**config.mk**
```make
export PLATFORM = sky130hd
export DESIGN_NAME = regpush_seq
export DESIGN_NICKNAME = d
export VERILOG_FILES = /design/src/rtl/regpush_seq.sv
export SDC_FILE = /design/constraint.sdc
export NUM_CORES = 1
export LEC_CHECK = 0
export BUFFER_PORTS_ARGS = -buffer_cell sky130_fd_sc_hd__buf_4
export CAP_MARGIN = 25
export CORE_ASPECT_RATIO = 2
export CORE_MARGIN = 2
export CORE_UTILIZATION = 23
export DETAILED_ROUTE_END_ITERATION = 10
export HOLD_SLACK_MARGIN = 0.1
export PLACE_DENSITY_LB_ADDON = 0.05
export SLEW_MARGIN = 10
export SYNTH_ARGS = -nofsm -noshare
export SYNTH_HDL_FRONTEND = slang
export SYNTH_SLANG_ARGS = --single-unit
```
**constraint.sdc**
```tcl
create_clock -name clk -period 4.51 [get_ports clk]
set_input_delay 0 -clock clk [delete_from_list [all_inputs] [get_ports clk]]
set_output_delay 0 -clock clk [all_outputs]
set_load 0.01 [all_outputs]
```
**src/rtl/regpush_seq.sv**
```systemverilog
module regpush_seq #(
  parameter int XLEN    = 32,
  parameter bit REDUCED = 1'b0,
  parameter int IMM_W   = 9
) (
  input  logic             clk,
  input  logic             rst_n,
  input  logic             start,
  input  logic [3:0]       list_code,
  input  logic [IMM_W-1:0] stack_imm,
  input  logic [XLEN-1:0]  sp_in,
  output logic             busy,
  output logic             done,
  output logic             illegal,
  output logic [4:0]       rf_raddr,
  input  logic [XLEN-1:0]  rf_rdata,
  output logic             st_valid,
  input  logic             st_ready,
  output logic [XLEN-1:0]  st_addr,
  output logic [XLEN-1:0]  st_data,
  output logic             sp_we,
  output logic [XLEN-1:0]  sp_wdata
);
  localparam int SLOT = XLEN / 8;
  localparam logic [XLEN-1:0] SLOT_W = XLEN'(SLOT);
  localparam logic [XLEN-1:0] ALIGN_MASK = ~XLEN'(15);

  typedef enum logic [1:0] {S_IDLE, S_STORE, S_FIN} state_t;

  state_t          state_q;
  logic [3:0]      pos_q;
  logic [XLEN-1:0] addr_q, sp_q, frame_q;
  logic            illegal_q;

  logic            code_bad;
  logic [3:0]      reg_cnt;
  logic [XLEN-1:0] reg_bytes, frame_bytes;

  assign code_bad    = (list_code < 4'd4) || (REDUCED && (list_code > 4'd6));
  assign reg_cnt     = (list_code == 4'd15) ? 4'd13 : list_code - 4'd3;
  assign reg_bytes   = XLEN'(reg_cnt) * SLOT_W;
  assign frame_bytes = ((reg_bytes + XLEN'(15)) & ALIGN_MASK) + XLEN'(stack_imm);

  function automatic logic [4:0] pos_to_reg(input logic [3:0] p);
    case (p)
      4'd0:    return 5'd1;
      4'd1:    return 5'd8;
      4'd2:    return 5'd9;
      default: return 5'(p) + 5'd15;
    endcase
  endfunction

  always_ff @(posedge clk or negedge rst_n) begin
    if (!rst_n) begin
      state_q   <= S_IDLE;
      pos_q     <= '0;
      addr_q    <= '0;
      sp_q      <= '0;
      frame_q   <= '0;
      illegal_q <= 1'b0;
    end else begin
      illegal_q <= 1'b0;
      case (state_q)
        S_IDLE: if (start) begin
          if (code_bad) begin
            illegal_q <= 1'b1;
          end else begin
            state_q <= S_STORE;
            pos_q   <= reg_cnt - 4'd1;
            addr_q  <= sp_in - SLOT_W;
            sp_q    <= sp_in;
            frame_q <= frame_bytes;
          end
        end
        S_STORE: if (st_ready) begin
          if (pos_q == 4'd0) begin
            state_q <= S_FIN;
          end else begin
            pos_q  <= pos_q - 4'd1;
            addr_q <= addr_q - SLOT_W;
          end
        end
        default: state_q <= S_IDLE;
      endcase
    end
  end

  assign busy     = (state_q != S_IDLE);
  assign st_valid = (state_q == S_STORE);
  assign done     = (state_q == S_FIN);
  assign sp_we    = done;
  assign illegal  = illegal_q;
  assign rf_raddr = pos_to_reg(pos_q);
  assign st_addr  = addr_q;
  assign st_data  = rf_rdata;
  assign sp_wdata = sp_q - frame_q;


  stall_hold_chk: assert property (@(posedge clk) disable iff (!rst_n)
    st_valid && !st_ready |=> st_valid && $stable(st_addr) && $stable(rf_raddr));


  addr_step_chk: assert property (@(posedge clk) disable iff (!rst_n)
    st_valid && $past(st_valid && st_ready) |-> st_addr == $past(st_addr) - SLOT_W);


  desc_order_chk: assert property (@(posedge clk) disable iff (!rst_n)
    st_valid && $past(st_valid && st_ready) |-> rf_raddr < $past(rf_raddr));


  done_after_store_chk: assert property (@(posedge clk) disable iff (!rst_n)
    done |-> sp_we && !st_valid && $past(st_valid && st_ready));


  done_pulse_chk: assert property (@(posedge clk) disable iff (!rst_n)
    done |=> !done);


  illegal_idle_chk: assert property (@(posedge clk) disable iff (!rst_n)
    illegal |-> !busy && !st_valid && !sp_we);
endmodule

```
Word level (Yosys, flattened, before mapping)
Cells that the tools add are included.
W data, S select, Z words.
{ "classes": {"bitwise_logic": 1, "n_lt_le_gt_ge": 1, "muxes": 20, "eq_ne": 10, "reduce_logical": 7, "addsub": 9} }
{ "op_table": {"columns": ["cell", "count"], "rows": [
  ["$mux W32", 4],
  ["$pmux W32 S2", 1],
  ["$sub A32 B3 Y32 const B", 2],
  ["$sub A32 B32 Y32", 1],
  ["$mux W4", 5],
  ["$pmux W5 S3", 1],
  ["$add A7 B9 Y10", 1],
  ["$mux W2", 4],
  ["$pmux W4 S2", 1],
  ["$sub A4 B1 Y4 const B", 2],
  ["$add A6 B4 Y7 const B", 1],
  ["$ne A2 B2 Y1 const B", 3],
  ["$add A4 B4 Y5 const B", 1],
  ["$reduce_and A5 Y1", 1],
  ["$eq A4 B1 Y1 const B", 1],
  ["$eq A4 B2 Y1 const B", 1],
  ["$eq A4 B4 Y1 const B", 1],
  ["$logic_not A4 Y1", 1],
  ["$lt A4 B3 Y1 const B", 1],
  ["$ne A2 B1 Y1 const B", 2],
  ["$pmux W2 S2", 1],
  ["$reduce_and A4 Y1", 1],
  ["$reduce_bool A2 Y1", 2],
  ["$sub A4 B2 Y4 const B", 1],
  ["6 further kinds", 8]
]} }
{ "totals": {"in_bits": 81, "output_inout_bits": 106, "regBits": 103} }

Depth between registers and ports, before layout
Gate-level depths: netlist (run 1).
{ "logic_depth": {"ltp_word": 6, "depth_mapped": 17, "mapped_depth_nobuf": 14} }

Worst setup path after synthesis (run 1)
OpenSTA, ideal clock, no wires.
{ "synth_path": {"path_kind": "reg2reg", "start": "register state_q[1]", "end": "register addr_q[24] (netlist: st_addr[24])", "n_path_buf": 7, "setup_slack_ps": 747, "arrival_time_ps": 3623, "stages_incl_launch_ff": 17, "synth_period_minus_slack_ps": 3763, "cell_sequence": "dfrtp_1 > nand2b_1 > buf_6 > inv_4 > buf_6 > buf_2 > buf_1 > clkbuf_1 > buf_1 > mux2i_1 > ha_1 > o2111a_1 > and3_1 > buf_2 > nand3_1 > a2111oi_0 > a211oi_1"} }
{ "synth_via": {"elab_chain_len": 3, "word_cells_on_any_way": 9} }
{ "synth_lines": {"columns": ["item", "line_no", "text"], "rows": [
  ["start, declared", "30", "state_t state_q;"],
  ["start signal, assigned", "55", "state_q <= S_IDLE;"],
  ["start signal, assigned", "68", "state_q <= S_STORE;"],
  ["start signal, assigned", "77", "state_q <= S_FIN;"],
  ["$eq A2 B1 Y1 *", null, null],
  ["net st_valid", "17", "output logic st_valid,"],
  ["$ne A2 B2 Y1 (no source line) (tied with other cells)", null, null],
  ["$reduce_and A5 Y1 (no source line)", null, null],
  ["end signal, assigned", "70", "addr_q <= sp_in - SLOT_W;"],
  ["end signal, assigned", "80", "addr_q <= addr_q - SLOT_W;"],
  ["end, declared", "32", "logic [XLEN-1:0] addr_q, sp_q, frame_q;"]
]} }
Mark *: on every way through the listed nets, which the timed path passes. The rest lies on a longest branch.
A chain may end at the register's enable or synchronous reset.

Final worst setup path (run 1)
{ "layout_path": {"start": "register sp_q[0]", "end": "output sp_wdata[14]"} }
{ "layout_via": {"elab_chain_len": 1} }
{ "layout_lines": {"columns": ["item", "line_no", "text"], "rows": [
  ["start, declared", "32", null],
  ["start signal, assigned", "71", "sp_q <= sp_in;"],
  ["$sub A32 B32 Y32", "96", "assign sp_wdata = sp_q - frame_q;"],
  ["end, declared", "22", "output logic [XLEN-1:0] sp_wdata"]
]} }
Every way passes these cells.

==> results.json, run 1 <==
{
  "status": "finished, final reports clean",
  "cts_setup_buffers": 0,
  "critical_path.max_fanout": 7,
  "synth_ff_type": "dfrtp_1",
  "gp_congestion": 0.821,
  "routed_wl_mm": 22.8,
  "syn_area_um2": 6230,
  "cp-end-kind": "output pin",
  "die-width_um": 120,
  "worst_pin_slew_ns": 0.785,
  "yosys.area.top_type_share_pct": 32.5,
  "grt_start_max_net_pins": 52,
  "rsz0062_at_grt": "false",
  "max_freq_mhz": 298,
  "nets": 1048,
  "multi_input_comb_area_um2": 3690,
  "yosys.area_share.adder_pct": 5.06,
  "worstPathRequired_ns": 4.51,
  "post-dp-hpwl_mm": 16.9,
  "cp_slowest_cell": "a32oi_1",
  "vias": 6187,
  "diodes": 0,
  "cts_buffer_depth": 2,
  "hold_viol": 0,
  "synth-edff-count": 0,
  "async_flop_share_pct": 100,
  "pre_cts_slack_ns": 1.20,
  "relSlewSlack_pct": 47.6,
  "cts_buffers": 9,
  "drc": 0,
  "path_cells": "inv_1, ha_1, fa_1, nor2b_1, o21a_1, a311o_1, a32oi_1, nand2b_1, or3_1, xnor2_1, buf_4",
  "synth_top_family_by_area": "simple AND/OR/NAND/NOR gates",
  "start_util_pct": 23.2,
  "synth-xor-area-share_pct": 5.06,
  "clock_skew_ns": 0.00627,
  "setup_ws_ns": 1.15,
  "maxSlewViolCount": 0,
  "pin_count": 187,
  "regArea_um2": 2030,
  "ys_ff_latch": 81,
  "clk_pin_slew_worst_paths_ns": 0.07,
  "wl_per_cell_um": 17.6,
  "cap_violations": 0,
  "synth_commonest_cells": "136 x nand2_1, 98 x nor2_1, 81 x dfrtp_1, 61 x a21oi_1, 36 x o21ai_0",
  "yosys.area_share.simple_pct": 25.4,
  "cts-root-buf": "clkbuf_16",
  "critPathLaunchType": "flip-flop",
  "synthTopCellsByArea": "dfrtp_1 33%, nand2_1 8.2%, nor2_1 5.9%",
  "drt_iter0_drc": 300,
  "critical_path.max_stage_delay_ns": 0.64,
  "htree_levels": 3,
  "antenna_found_initial": 0,
  "grt_first_pass_wirelength_mm": 35.3,
  "ys.warnings.count": 0,
  "num_rows": 85,
  "synth_most_common_cell": "nand2_1",
  "totalNegativeSetupSlack_ns": 0,
  "first_pass_iters": 5,
  "fin_util_pct": 31.1,
  "insertion_delay_ns": 0.37,
  "grt_overflow_total": 0,
  "seq_area_frac_synth_pct": 32.5,
  "holdWs_ns": 0.116,
  "hold_path_class": "input port to flip-flop",
  "syn_area_per_cell_um2": 7.88,
  "synth-compound-area-share_pct": 19.3,
  "period_needed_ns": 3.36,
  "syn_inst": 790,
  "synth.distinct_cells": 74,
  "port_buffers": 122,
  "dieArea_um2": 28500,
  "antenna_left": 0,
  "grt_pass1_vias": 6212,
  "p_leak_nw": 3.73,
  "synth.area.mux_share_pct": 4.18,
  "chipHeight_um": 237,
  "peakVddDrop_uv": 337,
  "worstSetupPathType": "flip-flop to output pin",
  "drive_gt1_share_pct": 17.5,
  "synth_top_cell_by_area": "dfrtp_1",
  "clock_sinks": 81,
  "n_fill_cell": 2897,
  "viasPerCell": 4.78,
  "period_share_pct": 74.4,
  "syn_to_final_growth_pct": 34.0,
  "syn_nets": 895,
  "cts_tree": "built",
  "grt_util_all_layers_pct": 16.3,
  "setup_viol_count_final": 0,
  "crit_arrival_ns": 3.36,
  "coreArea_um2": 26800,
  "power_density_nw_per_um2": 713
}
per-stage QoR:
stage,power (mW),instance area (um2),cells
6_report,5.95,8350,1295
5_1_grt,6.45,8350,1295
4_1_cts,6.06,8350,1295
3_5_place_dp,5.13,7260,1203
3_3_place_gp,5.10,7260,1203
2_1_floorplan,3.62,6230,790
power by group:
part	internal [mW]	switching, mW	total (mW)
registers	1.06	0.419	1.48
logic	1.65	2.00	3.66
clock network	0.482	0.336	0.819
total	3.20	2.76	5.95
routing by layer:
layer / part of all wire (%) / up-vias / GRT usage [%]
met5: 0 / - / 0
met4: 3.0 / 0 / 6.38
met3: 4.4 / 30 / 3.06
met2: 54 / 202 / 30.5
met1: 39 / 2937 / 17.9
li1: - / 3018 / -
cells by family (layout without fill, tap and decap cells):
logic type	Yosys count	in the layout
and+or+nand+nor	340	340
AOI/OAI and AO/OA	185	185
buffers and inverters	99	256
DFF	81	81
xor gates and xnor gates	36	36
muxes	25	25
adders and majority gates	24	24
sequential cells by signal, summed over array words and instances, names as in the netlist:
signal   flops
pos_q        4
sp_q        32
illegal      1
state_q      2
st_addr     32
frame_q     10
worst paths after layout:
kind | depth (start not counted) | slack [ns] | endpoint | startpoint
min | 4 | 0.12 | frame_q[5]$_DFFE_PN0P_ | stack_imm[5]
min in group asynchronous | 2 | 0.23 | frame_q[2]$_DFFE_PN0P_ | rst_n
min reg2reg | 2 | 0.49 | st_addr[1]$_DFFE_PN0P_ | st_addr[1]$_DFFE_PN0P_
max reg2reg | 8 | 1.20 | frame_q[9]$_DFFE_PN0P_ | state_q[0]$_DFFE_PN0P_
max in group asynchronous | 3 | 3.32 | sp_q[17]$_DFFE_PN0P_ | rst_n
max | 11 | 1.15 | sp_wdata[14] | sp_q[0]$_DFFE_PN0P_
worst max-delay path: cells and delay by family (launching register included):
kind	cells	cell delay (ns)
AOI/OAI and AO/OA	3	1.23
xor gates and xnor gates	1	0.14
adders and majority gates	2	0.43
buffers and inverters	2	0.21
DFF	1	0.36
and+or+nand+nor	3	0.63
what timing repair did:
| item | in CTS | in global routing |
|---|---|---|
| gates resized for setup | 0 | 0 |
| hold buffers | 77 | 0 |
| hold endpoints to repair | 157 | 0 |
cell type report:
class,instances,area share [%]
Multi-Input combinational cell,610,44.2
Sequential cell,81,24.3
Timing Repair Buffer,208,21.0
Tap cell,348,5.22
Clock buffer,10,2.74
Inverter,33,1.51
Clock inverter,5,0.975
placed cells by master, fill, tap and decap left out, types with 4 or more instances in the layout:
cell,n
a21oi_1,61
o22ai_1,11
nor4_1,6
buf_4,131
inv_1,32
clkbuf_16,9
a2111oi_0,5
dlygate4sd3_1,77
a22oi_1,9
dfrtp_1,81
ha_1,22
and2_1,4
nor3_1,15
nand3_1,17
o21ai_0,36
a21o_1,9
nand3b_1,6
nor2b_1,5
nand2_1,136
nand2b_1,16
nor2_1,96
a221oi_1,4
and3_1,4
or3_1,11
o21a_1,9
xor2_1,10
mux2i_1,20
xnor2_1,26
a211oi_1,11
Note: power is estimated with default switching activity, not from simulation.
==> run 2: changes to the inputs <==
- clock period: 4.51 -> 3.1 ns (I/O delays scaled with it)
==> run 2 against run 1 <==
Net effect: sequential power grew 45%; hold slack gained 0.016 ns; register-to-register slack lost 0.94 ns; first-iteration DRC count shrank 8.3%; cell area grew 2.2%; sequential share of layout area shrank 0.52 points; flip-flop and latch count is the same; combinational power grew 51%; final cell count grew 1.1%; non-clock buffer count grew 15; largest power group unchanged; largest cell class unchanged; die area is the same.
==> results.json, run 2 (synthesized netlist as in run 1, its figures left out) <==
{
  "cts-root-buf": "clkbuf_16",
  "setup_ws_ns": 0.0876,
  "critPathLaunchType": "flip-flop",
  "r2r_cells": 10,
  "final_cells": 1309,
  "power_density_nw_per_um2": 1030,
  "cts_buffers": 9,
  "gp_congestion": 0.827,
  "grt_start_max_net_pins": 66,
  "r2r_slack_ns": 0.26,
  "diodes": 0,
  "final_cell_mix": "141 x buf_4, 136 x nand2_1, 96 x nor2_1",
  "setup_viol_count_final": 0,
  "post-dp-hpwl_mm": 16.9,
  "pin_count": 187,
  "routed_wl_mm": 23.3,
  "dieArea_um2": 28500,
  "grt_util_all_layers_pct": 16.5,
  "coreArea_um2": 26800,
  "clock_sinks": 81,
  "syn_to_final_growth_pct": 37.0,
  "status": "finished, final reports clean",
  "rsz0062_at_grt": "true",
  "htree_levels": 3,
  "grt_pass1_vias": 6234,
  "worstPathRequired_ns": 3.10,
  "die-width_um": 120,
  "r2r_end": "st_addr[20]$_DFFE_PN0P_",
  "cp-end-kind": "output pin",
  "hp-start": "stack_imm[5]",
  "grt_overflow_total": 0,
  "n_fill_cell": 2953,
  "relSlewSlack_pct": 51.7,
  "peakVddDrop_uv": 391,
  "chipHeight_um": 237,
  "max_freq_mhz": 332,
  "first_pass_iters": 4,
  "cts_buffer_depth": 2,
  "insertion_delay_ns": 0.37,
  "worstReg2RegStart": "state_q[1]$_DFFE_PN0P_",
  "critical_path.max_fanout": 7,
  "maxSlewViolCount": 0,
  "cts_tree": "built",
  "worst_pin_slew_ns": 0.724,
  "layout_commonest_cell": "buf_4",
  "pre_cts_slack_ns": 0.234,
  "design_area_um2": 8530,
  "worstSetupPathType": "flip-flop to output pin",
  "dpl-instance-area_um2": 7380,
  "grt_first_pass_wirelength_mm": 35.6,
  "viasPerCell": 4.77,
  "wl_per_cell_um": 17.8,
  "nets": 1063,
  "clk_pin_slew_worst_paths_ns": 0.06,
  "drt_iter0_drc": 275,
  "vias": 6247,
  "hold_viol": 0,
  "period_needed_ns": 3.01,
  "period_share_pct": 97.2,
  "num_rows": 85,
  "antenna_found_initial": 0,
  "drc": 0,
  "hold_path_class": "input port to flip-flop",
  "totalNegativeSetupSlack_ns": 0,
  "start_util_pct": 23.2,
  "drive_gt1_share_pct": 19.4,
  "antenna_left": 0,
  "port_buffers": 122,
  "cap_violations": 0,
  "p_leak_nw": 3.82,
  "crit_arrival_ns": 3.01,
  "p_total_mw": 8.83,
  "placedCellCount": 1214,
  "clock_skew_ns": 0.0107,
  "min_path_cells": 4,
  "min_to": "frame_q[5]$_DFFE_PN0P_"
}
-- run 2: area by class of cell --
cell class                 instances  area (um2)  area share [%]
inverter                          33         126            1.48
clock buffer                      12         267            3.12
sequential                        81        2030            23.8
clock inverter                     2        37.5           0.440
tap                              348         435            5.10
timing repair buffer             223        1920            22.5
multi-input combinational        610        3720            43.6
-- run 2: worst max-delay path by stage --
stage	startpoint	end	slack (ns)	cells after the start
5_1_grt	sp_q[0]$_DFFE_PN0P_	sp_wdata[14]	-0.04	12
2_1_floorplan	state_q[1]$_DFFE_PN0P_	st_addr[24]$_DFFE_PN0P_	0.02	16
4_1_cts	sp_q[0]$_DFFE_PN0P_	sp_wdata[14]	0.01	12
3_5_place_dp	state_q[1]$_DFFE_PN0P_	st_addr[28]$_DFFE_PN0P_	0.23	10
3_3_place_gp	state_q[1]$_DFFE_PN0P_	st_addr[28]$_DFFE_PN0P_	0.25	10
6_report	sp_q[2]$_DFFE_PN0P_	sp_wdata[14]	0.09	10
-- run 2: power by group --
group          leakage, nW  switching [mW]  internal, mW
combinational         2.70            2.96          2.55
clock                0.147           0.485         0.682
sequential           0.973           0.599          1.54
-- run 2: metrics by stage --
step / hold slack, ns / util [%]
detailed placement: 0.0000686 / 27.5
global route: 0.189 / 31.8
floorplan: -0.296 / -
global placement: 0.0000686 / 27.5
finish: 0.132 / 31.8
CTS: 0.117 / 31.6
-- run 2: routing by layer --
metal | GRT usage (%) | vias to the layer above | wire [um]
met4 | 7.79 | 0 | 856
met5 | 0 | - | 0
met1 | 18.9 | 2955 | 9350
met2 | 29.6 | 201 | 12100
li1 | - | 3050 | -
met3 | 2.43 | 41 | 1020
-- run 2: worst max-delay path, cell delays in order, from the launching register on --
cell,delay [ns]
dfrtp_1,0.40
ha_1,0.35
nor2b_1,0.15
o21a_1,0.18
a311o_1,0.37
a32oi_2,0.29
buf_6,0.17
nand2b_1,0.10
or3_1,0.33
xnor2_1,0.15
buf_4,0.14
-- run 2: what timing repair did --
item	in CTS	in global routing
endpoints found under the setup margin	3	4
gates resized for setup	2	2
endpoints found under the hold margin	170	9
pin swaps	2	1
buffers inserted	0	2
hold buffers	77	1
